### src/rtl/brp_pkg.sv
package brp_pkg;
  localparam int unsigned WORD_W = 12;
  localparam int unsigned LANE_W = 8;
  typedef enum logic {
    FMT_BYTE = 1'b0,
    FMT_WORD = 1'b1
  } fmt_e;
endpackage

### src/rtl/brp_hold_reg.sv
module brp_hold_reg #(
  parameter int unsigned W = 12
) (
  input  logic         clk,
  input  logic         rst_n,
  input  logic         load_en,
  input  logic [W-1:0] d,
  output logic [W-1:0] q
);
  logic [W-1:0] q_next;

  always_comb begin
    q_next = q;
    if (load_en) q_next = d;
  end

  always_ff @(posedge clk or negedge rst_n) begin
    if (!rst_n) q <= '0;
    else        q <= q_next;
  end


  hold_load_chk: assert property (@(posedge clk) disable iff (!rst_n)
    load_en |=> q == $past(d));

  hold_keep_chk: assert property (@(posedge clk) disable iff (!rst_n)
    !load_en |=> $stable(q));
endmodule

### src/rtl/brp_lane_steer.sv
module brp_lane_steer #(
  parameter int unsigned W  = 12,
  parameter int unsigned LW = 8
) (
  input  logic         word_mode,
  input  logic         active,
  input  logic         hi_sel,
  input  logic [W-1:0] held,
  output logic [W-1:0] lane_d,
  output logic [W-1:0] lane_oe
);
  localparam int unsigned HI_W = W - LW;

  for (genvar g = 0; g < W; g++) begin : g_lane
    if (g < LW) begin : g_low
      logic hi_bit;
      if (g < HI_W) begin : g_src
        assign hi_bit = held[LW+g];
      end else begin : g_zero
        assign hi_bit = 1'b0;
      end
      assign lane_d[g]  = (!word_mode && hi_sel) ? hi_bit : held[g];
      assign lane_oe[g] = active;
    end else begin : g_top
      assign lane_d[g]  = word_mode ? held[g] : 1'b0;
      assign lane_oe[g] = active && word_mode;
    end
  end
endmodule

### src/rtl/brp_clear_gen.sv
module brp_clear_gen (
  input  logic clk,
  input  logic rst_n,
  input  logic new_res,
  input  logic active,
  output logic clr_req
);
  logic act_prev, act_prev_next;
  logic pend, pend_next;
  logic start;

  assign start   = active && !act_prev;
  assign clr_req = start && pend;

  always_comb begin
    act_prev_next = active;
    pend_next     = pend;
    if (clr_req) pend_next = 1'b0;
    if (new_res) pend_next = 1'b1;
  end

  always_ff @(posedge clk or negedge rst_n) begin
    if (!rst_n) begin
      act_prev <= 1'b0;
      pend     <= 1'b0;
    end else begin
      act_prev <= act_prev_next;
      pend     <= pend_next;
    end
  end


  clr_single_chk: assert property (@(posedge clk) disable iff (!rst_n)
    clr_req |=> !clr_req);

  clr_read_chk: assert property (@(posedge clk) disable iff (!rst_n)
    clr_req |-> active);
endmodule

### src/rtl/byte_read_port.sv
module byte_read_port
  import brp_pkg::*;
#(
  parameter int unsigned W  = WORD_W,
  parameter int unsigned LW = LANE_W
) (
  input  logic         clk,
  input  logic         rst_n,
  input  logic [W-1:0] res_word,
  input  logic         res_strobe,
  input  logic         fmt_word,
  input  logic         cs_n,
  input  logic         rd_n,
  input  logic         hbe,
  output logic [W-1:0] data_out,
  output logic [W-1:0] data_oe,
  output logic         irq_clr
);
  localparam int unsigned HI_W = W - LW;

  fmt_e         fmt;
  logic         rd_act;
  logic [W-1:0] held;

  assign fmt    = fmt_e'(fmt_word);
  assign rd_act = !cs_n && !rd_n;

  brp_hold_reg #(.W(W)) u_hold (
    .clk(clk), .rst_n(rst_n), .load_en(res_strobe), .d(res_word), .q(held));

  brp_lane_steer #(.W(W), .LW(LW)) u_steer (
    .word_mode(fmt == FMT_WORD), .active(rd_act), .hi_sel(hbe),
    .held(held), .lane_d(data_out), .lane_oe(data_oe));

  brp_clear_gen u_clr (
    .clk(clk), .rst_n(rst_n), .new_res(res_strobe), .active(rd_act),
    .clr_req(irq_clr));


  idle_float_chk: assert property (@(posedge clk) disable iff (!rst_n)
    (cs_n || rd_n) |-> data_oe == '0);

  byte_top_off_chk: assert property (@(posedge clk) disable iff (!rst_n)
    (fmt == FMT_BYTE) |-> data_oe[W-1:LW] == '0);

  hi_pad_zero_chk: assert property (@(posedge clk) disable iff (!rst_n)
    (fmt == FMT_BYTE && rd_act && hbe) |-> data_out[LW-1:HI_W] == '0);

  word_all_on_chk: assert property (@(posedge clk) disable iff (!rst_n)
    (fmt == FMT_WORD && rd_act) |-> data_oe == '1);
endmodule

### config.mk
export PLATFORM = sky130hd
export DESIGN_NAME = byte_read_port
export DESIGN_NICKNAME = d
export VERILOG_FILES = /design/src/rtl/brp_pkg.sv /design/src/rtl/brp_hold_reg.sv /design/src/rtl/brp_lane_steer.sv /design/src/rtl/brp_clear_gen.sv /design/src/rtl/byte_read_port.sv
export SDC_FILE = /design/constraint.sdc
export NUM_CORES = 1
export LEC_CHECK = 0
export BUFFER_PORTS_ARGS = -buffer_cell sky130_fd_sc_hd__buf_2
export CORE_UTILIZATION = 40
export CTS_CLUSTER_DIAMETER = 80
export DETAILED_ROUTE_END_ITERATION = 6
export PLACE_DENSITY_LB_ADDON = 0.15
export RECOVER_POWER = 100
export SKIP_CTS_REPAIR_TIMING = 1
export SYNTH_ARGS = -nofsm -noshare
export SYNTH_HDL_FRONTEND = slang
export SYNTH_SLANG_ARGS = --single-unit
export TNS_END_PERCENT = 100
### constraint.sdc
create_clock -name clk -period 1.77 [get_ports clk]
set_clock_uncertainty 0.2 [all_clocks]
set_input_delay 0.354 -clock clk [delete_from_list [all_inputs] [get_ports clk]]
set_output_delay 0.354 -clock clk [all_outputs]
set_load 0.03 [all_outputs]
* After elaboration in Yosys (flattened, before gate mapping) *
Cells that the tools add are included.

word-level totals
  bits in registers = 14
  input bits = 19
  output and inout bits = 25
  word-level logic and storage cells = 27

cells by class
  muxes and demuxes = 14
  reduce and logical (&&, ||, !) cells = 10

operators with widths
  operator            number
  two-way mux 1 bit   14
  logical AND 1 bit   5
  logical NOT 1 bit   4
  nonzero test 2 bit  1

* Longest topological paths before layout *
  depth in word-level cells = 6
  gate-level depth with buffers = 3
  gate-level depth less buffers = 2

* By module *
From an unflattened synthesis, not the netlist that was laid out.

unflattened totals
  cell total of the unflattened synthesis = 58
  area total of the unflattened synthesis = 802.0 sq um

modules (own cells, without submodules)
  module          times used  cells an instance  area each (sq um)  seq. area each (sq um)
  brp_hold_reg    1           25                 484.2              300.3
  brp_lane_steer  1           26                 235.2              0.0
  brp_clear_gen   1           6                  78.8               50.0
  byte_read_port  1           1                  3.8                0.0

* Worst setup path after synthesis *
Ideal clock, no wire load.

  path kind = input to output
  start = input port cs_n
  end = output port irq_clr
  arrival time = 1.424 ns
  data required time = 1.216 ns
  path slack = -0.208 ns
  stages on the path = 1
  buffers on the path = 0
  path through = nor4b_1

between the ends
  cells in the longest elaborated chain, start to end = 4

ends and longest elaborated chain
  what                line                  source
  start: declaration  byte_read_port.sv:12  input logic cs_n,
  logical NOT 1 bit   byte_read_port.sv:26  assign rd_act = !cs_n && !rd_n;
  logical AND 1 bit   byte_read_port.sv:26
  logical AND 1 bit   brp_clear_gen.sv:12   assign start = active && !act_prev;
  logical AND 1 bit   brp_clear_gen.sv:13   assign clr_req = start && pend;
  end: declaration    byte_read_port.sv:17  output logic irq_clr

No other way between the ends.

* Worst setup path in the final report *
  start = register u_clr.act_prev
  end = output port irq_clr

between the ends
  cells in the longest elaborated chain, start to end = 3

ends and longest elaborated chain
  what                      line                 source
  start: declaration        brp_clear_gen.sv:8   logic act_prev, act_prev_next;
  start signal: assignment  brp_clear_gen.sv:27  act_prev <= act_prev_next;
  logical NOT 1 bit         brp_clear_gen.sv:12
  logical AND 1 bit         brp_clear_gen.sv:12
  logical AND 1 bit         brp_clear_gen.sv:13

No other way between the ends.

==> summary by stage <==
Min path
The startpoint identified for the worst hold timing path is res_word[9]. The number of cells traversed by the worst hold path is 2. The type of the most critical hold path is in -> reg. The endpoint of the worst hold-timing path is u_hold.q[9]$_DFFE_PN0P_.

Detailed routing
Across all layers, the routed design uses between 500 and 600 vias. The remaining design rule violation count is 0. The detailed router finished its first iteration with 0 violations.

The wire length after detailed routing is 1.28 mm. The average detailed-routed wire length per instance is 10.7 um. In the routed layout, each cell is associated on average with a via count of roughly 4.4. The count of nets left with antenna violations after detail routing is 0. For this run, the detailed router's first-pass iteration total came to 1.

Synthesis
The cell area that synthesis handed to floorplanning was about 760 sq um. Counting every net in the synthesized netlist gives 77. Synthesis produced between 50 and 60 cells. After synthesis the netlist holds a flip-flop and latch count of 14.

The count of synthesis-stage warnings from yosys is 0. The sequential area share after synthesis is 0.462. The mean instance size in the synthesized netlist is 13.1 sq um. The number of different library cells in the post-synthesis netlist is 10.

Placement
The last weighted congestion value of the routability-driven placer is approximately 0.57. The port buffer count is 43.

Setup path
The critical path capture point type is a primary output. Data on the critical path arrives at its endpoint at between 1000 and 1500 ps. The critical path starts at u_clr.act_prev$_DFF_PN0_. In this run the critical register-to-register path is captured at u_hold.q[8]$_DFFE_PN0P_.

The startpoint identified for the worst register-to-register timing path is u_hold.q[8]$_DFFE_PN0P_. Measured in cells, the most critical reg-to-reg path has a length of 1. In this run the register-to-register setup slack is between 800 and 900 ps. The maximum net fanout on the critical path is 2. The required time of the critical path is 1220 ps. The worst setup path category is reg -> out. The element type at the critical path start is a flip-flop.

Clocking
TritonCTS built the clock tree. The TritonCTS buffer count is 3. CTS placed an instance of sky130_fd_sc_hd__clkbuf_4 at the clock tree root. The level count of the clock H-tree is 1.

The clock transition at the register clock pins on the worst setup and hold paths after CTS is about 80 ps. The clock drives 14 sinks. The clock latency at the later pin of the worst-skew pair is roughly 280 ps. The maximum count of clock buffers along a single path is 2.

Cells and area
At the end of the flow the core is filled with cells to 0.551. The area growth from synthesis to layout is 26.7%. The number of fill cells in the layout is roughly 180.

The number of diodes is 0. The final layout net count is approximately 120. Of the cells placed in the final design, the portion with a size suffix greater than 1 is 0.737.

Floorplanning
The die is between 40 and 50 um wide. The die covers just over 2000 sq um. The die is 45.5 um tall.

The number of top-level pins is 44. Row generation in the floorplan step produced 15 rows. The area inside the core boundary is between 1500 and 2000 sq um.

For this configuration, the core starts out at a cell density of 0.434.

STA
The post-route setup TNS is 0 ps. The number of slew-limit violations in the final report is 0. The minimum clock period is ~1700 ps. The hold violation count in the final report came to 0. Setup repair after global routing left no endpoint under its margin. Measured against its own limit, the worst slew margin works out to 0.494. Setup violations remaining at the end of the flow were counted as 0. The share of the cycle needed by the critical path after routing is 0.953. For the pin with the worst max-slew slack, the measured transition is 759 ps. Static timing analysis puts the maximum clock frequency at slightly below 600 MHz.

Global route
The largest net degree at the start of global routing is 15. After global routing the overflow that remains totals 0. The aggregate global-route resource usage is 0.148.

The first-pass GRT wire length is approximately 2.0 mm. The number of antenna violations at the first check in global routing is 0. The number of global-route vias before repair is about 480.

Job
Max-cap violations in this run came to 0.

Pwr
In this run the static leakage power is between 0.4 and 0.5 nW. IR analysis of the VDD net gives a maximum drop of about 0.00057 V. The ratio of total power to cell area is a little under 900 nW/um^2.

Status
The run finished with clean final reports.
[per-stage QoR]
stage | setup slack [ps] | cells | instance area [sq um] | power [W] | hold WS [ps]
final | 83.0 | 120 | 961 | 0.000833 | 94.6
after global placement | 83.4 | 115 | 923 | 0.000614 | 69.0
after global routing | 27.5 | 120 | 961 | 0.000889 | 71.9
after detailed placement | 77.9 | 115 | 923 | 0.000617 | 66.2
after CTS | 68.8 | 119 | 960 | 0.000854 | -256
after floorplan | 115 | 58 | 767 | 0.000558 | -142
[Yosys cell counts]
master                      n  area (sq um)
sky130_fd_sc_hd__nor2_1     3          11.3
sky130_fd_sc_hd__mux2_4     4          60.1
sky130_fd_sc_hd__buf_4     11          82.6
sky130_fd_sc_hd__buf_6      2          22.5
sky130_fd_sc_hd__nor4b_1    1          8.76
sky130_fd_sc_hd__mux2_2    12           135
sky130_fd_sc_hd__dfrtp_1   14           350
sky130_fd_sc_hd__and2_2     9          67.6
sky130_fd_sc_hd__nand2b_4   1          13.8
sky130_fd_sc_hd__nor4_1     1          6.26
[layout make-up]
cell class	count	area [sq um]	area share
Sequential cell	14	350	0.365
Multi-Input combinational cell	31	312	0.324
Timing Repair Buffer	46	231	0.241
Clock buffer	4	36.3	0.0378
Tap cell	25	31.3	0.0326
[worst max-delay path by stage]
stage and to:
4_1_cts irq_clr, 6_report irq_clr, 5_1_grt irq_clr, 2_1_floorplan data_oe[10]
3_5_place_dp data_out[0], 3_3_place_gp data_out[0]
[cells in the final DEF, fill, tap and decap left out, drive strengths merged]
| master | n |
|---|---|
| nor4 | 1 |
| dfrtp | 14 |
| dlygate4sd3 | 1 |
| nor4b | 1 |
| buf | 18 |
| nand2b | 1 |
| clkbuf | 31 |
| mux2 | 16 |
| and2 | 9 |
| nor2 | 3 |
[power by group]
group | leakage [nW] | total, W | switching [W] | internal, W
combinational | 0.303 | 0.000241 | 0.000141 | 0.0000998
sequential | 0.163 | 0.000365 | 0.0000150 | 0.000350
clock | 0.0210 | 0.000227 | 0.000102 | 0.000125
[registers in the layout, summed over array words and instances (netlist names)]
signal,count
u_clr.act_prev,1
u_clr.pend,1
u_hold.q,12
[worst max-delay path, cell delays in order, from the launching register on]
cell                       delay [ps]
sky130_fd_sc_hd__dfrtp_1          390
sky130_fd_sc_hd__nor4b_2          220
sky130_fd_sc_hd__clkbuf_2         240
[cells by family (layout without fill, tap and decap cells)]
| group | after synthesis | in the layout | synth area share |
|---|---|---|---|
| muxes | 16 | 16 | 0.257 |
| and+or+nand+nor | 15 | 15 | 0.142 |
| DFF | 14 | 14 | 0.462 |
| buffers and inverters | 13 | 50 | 0.139 |
[layer usage]
layer	routed length, um	vias to the layer above	track usage
li1	-	260	-
met2	599	23	0.217
met1	562	243	0.173
met5	0	-	0
met3	87	5	0.0714
met4	30	0	0.0909
No activity file was read; power rests on OpenSTA's default activity.
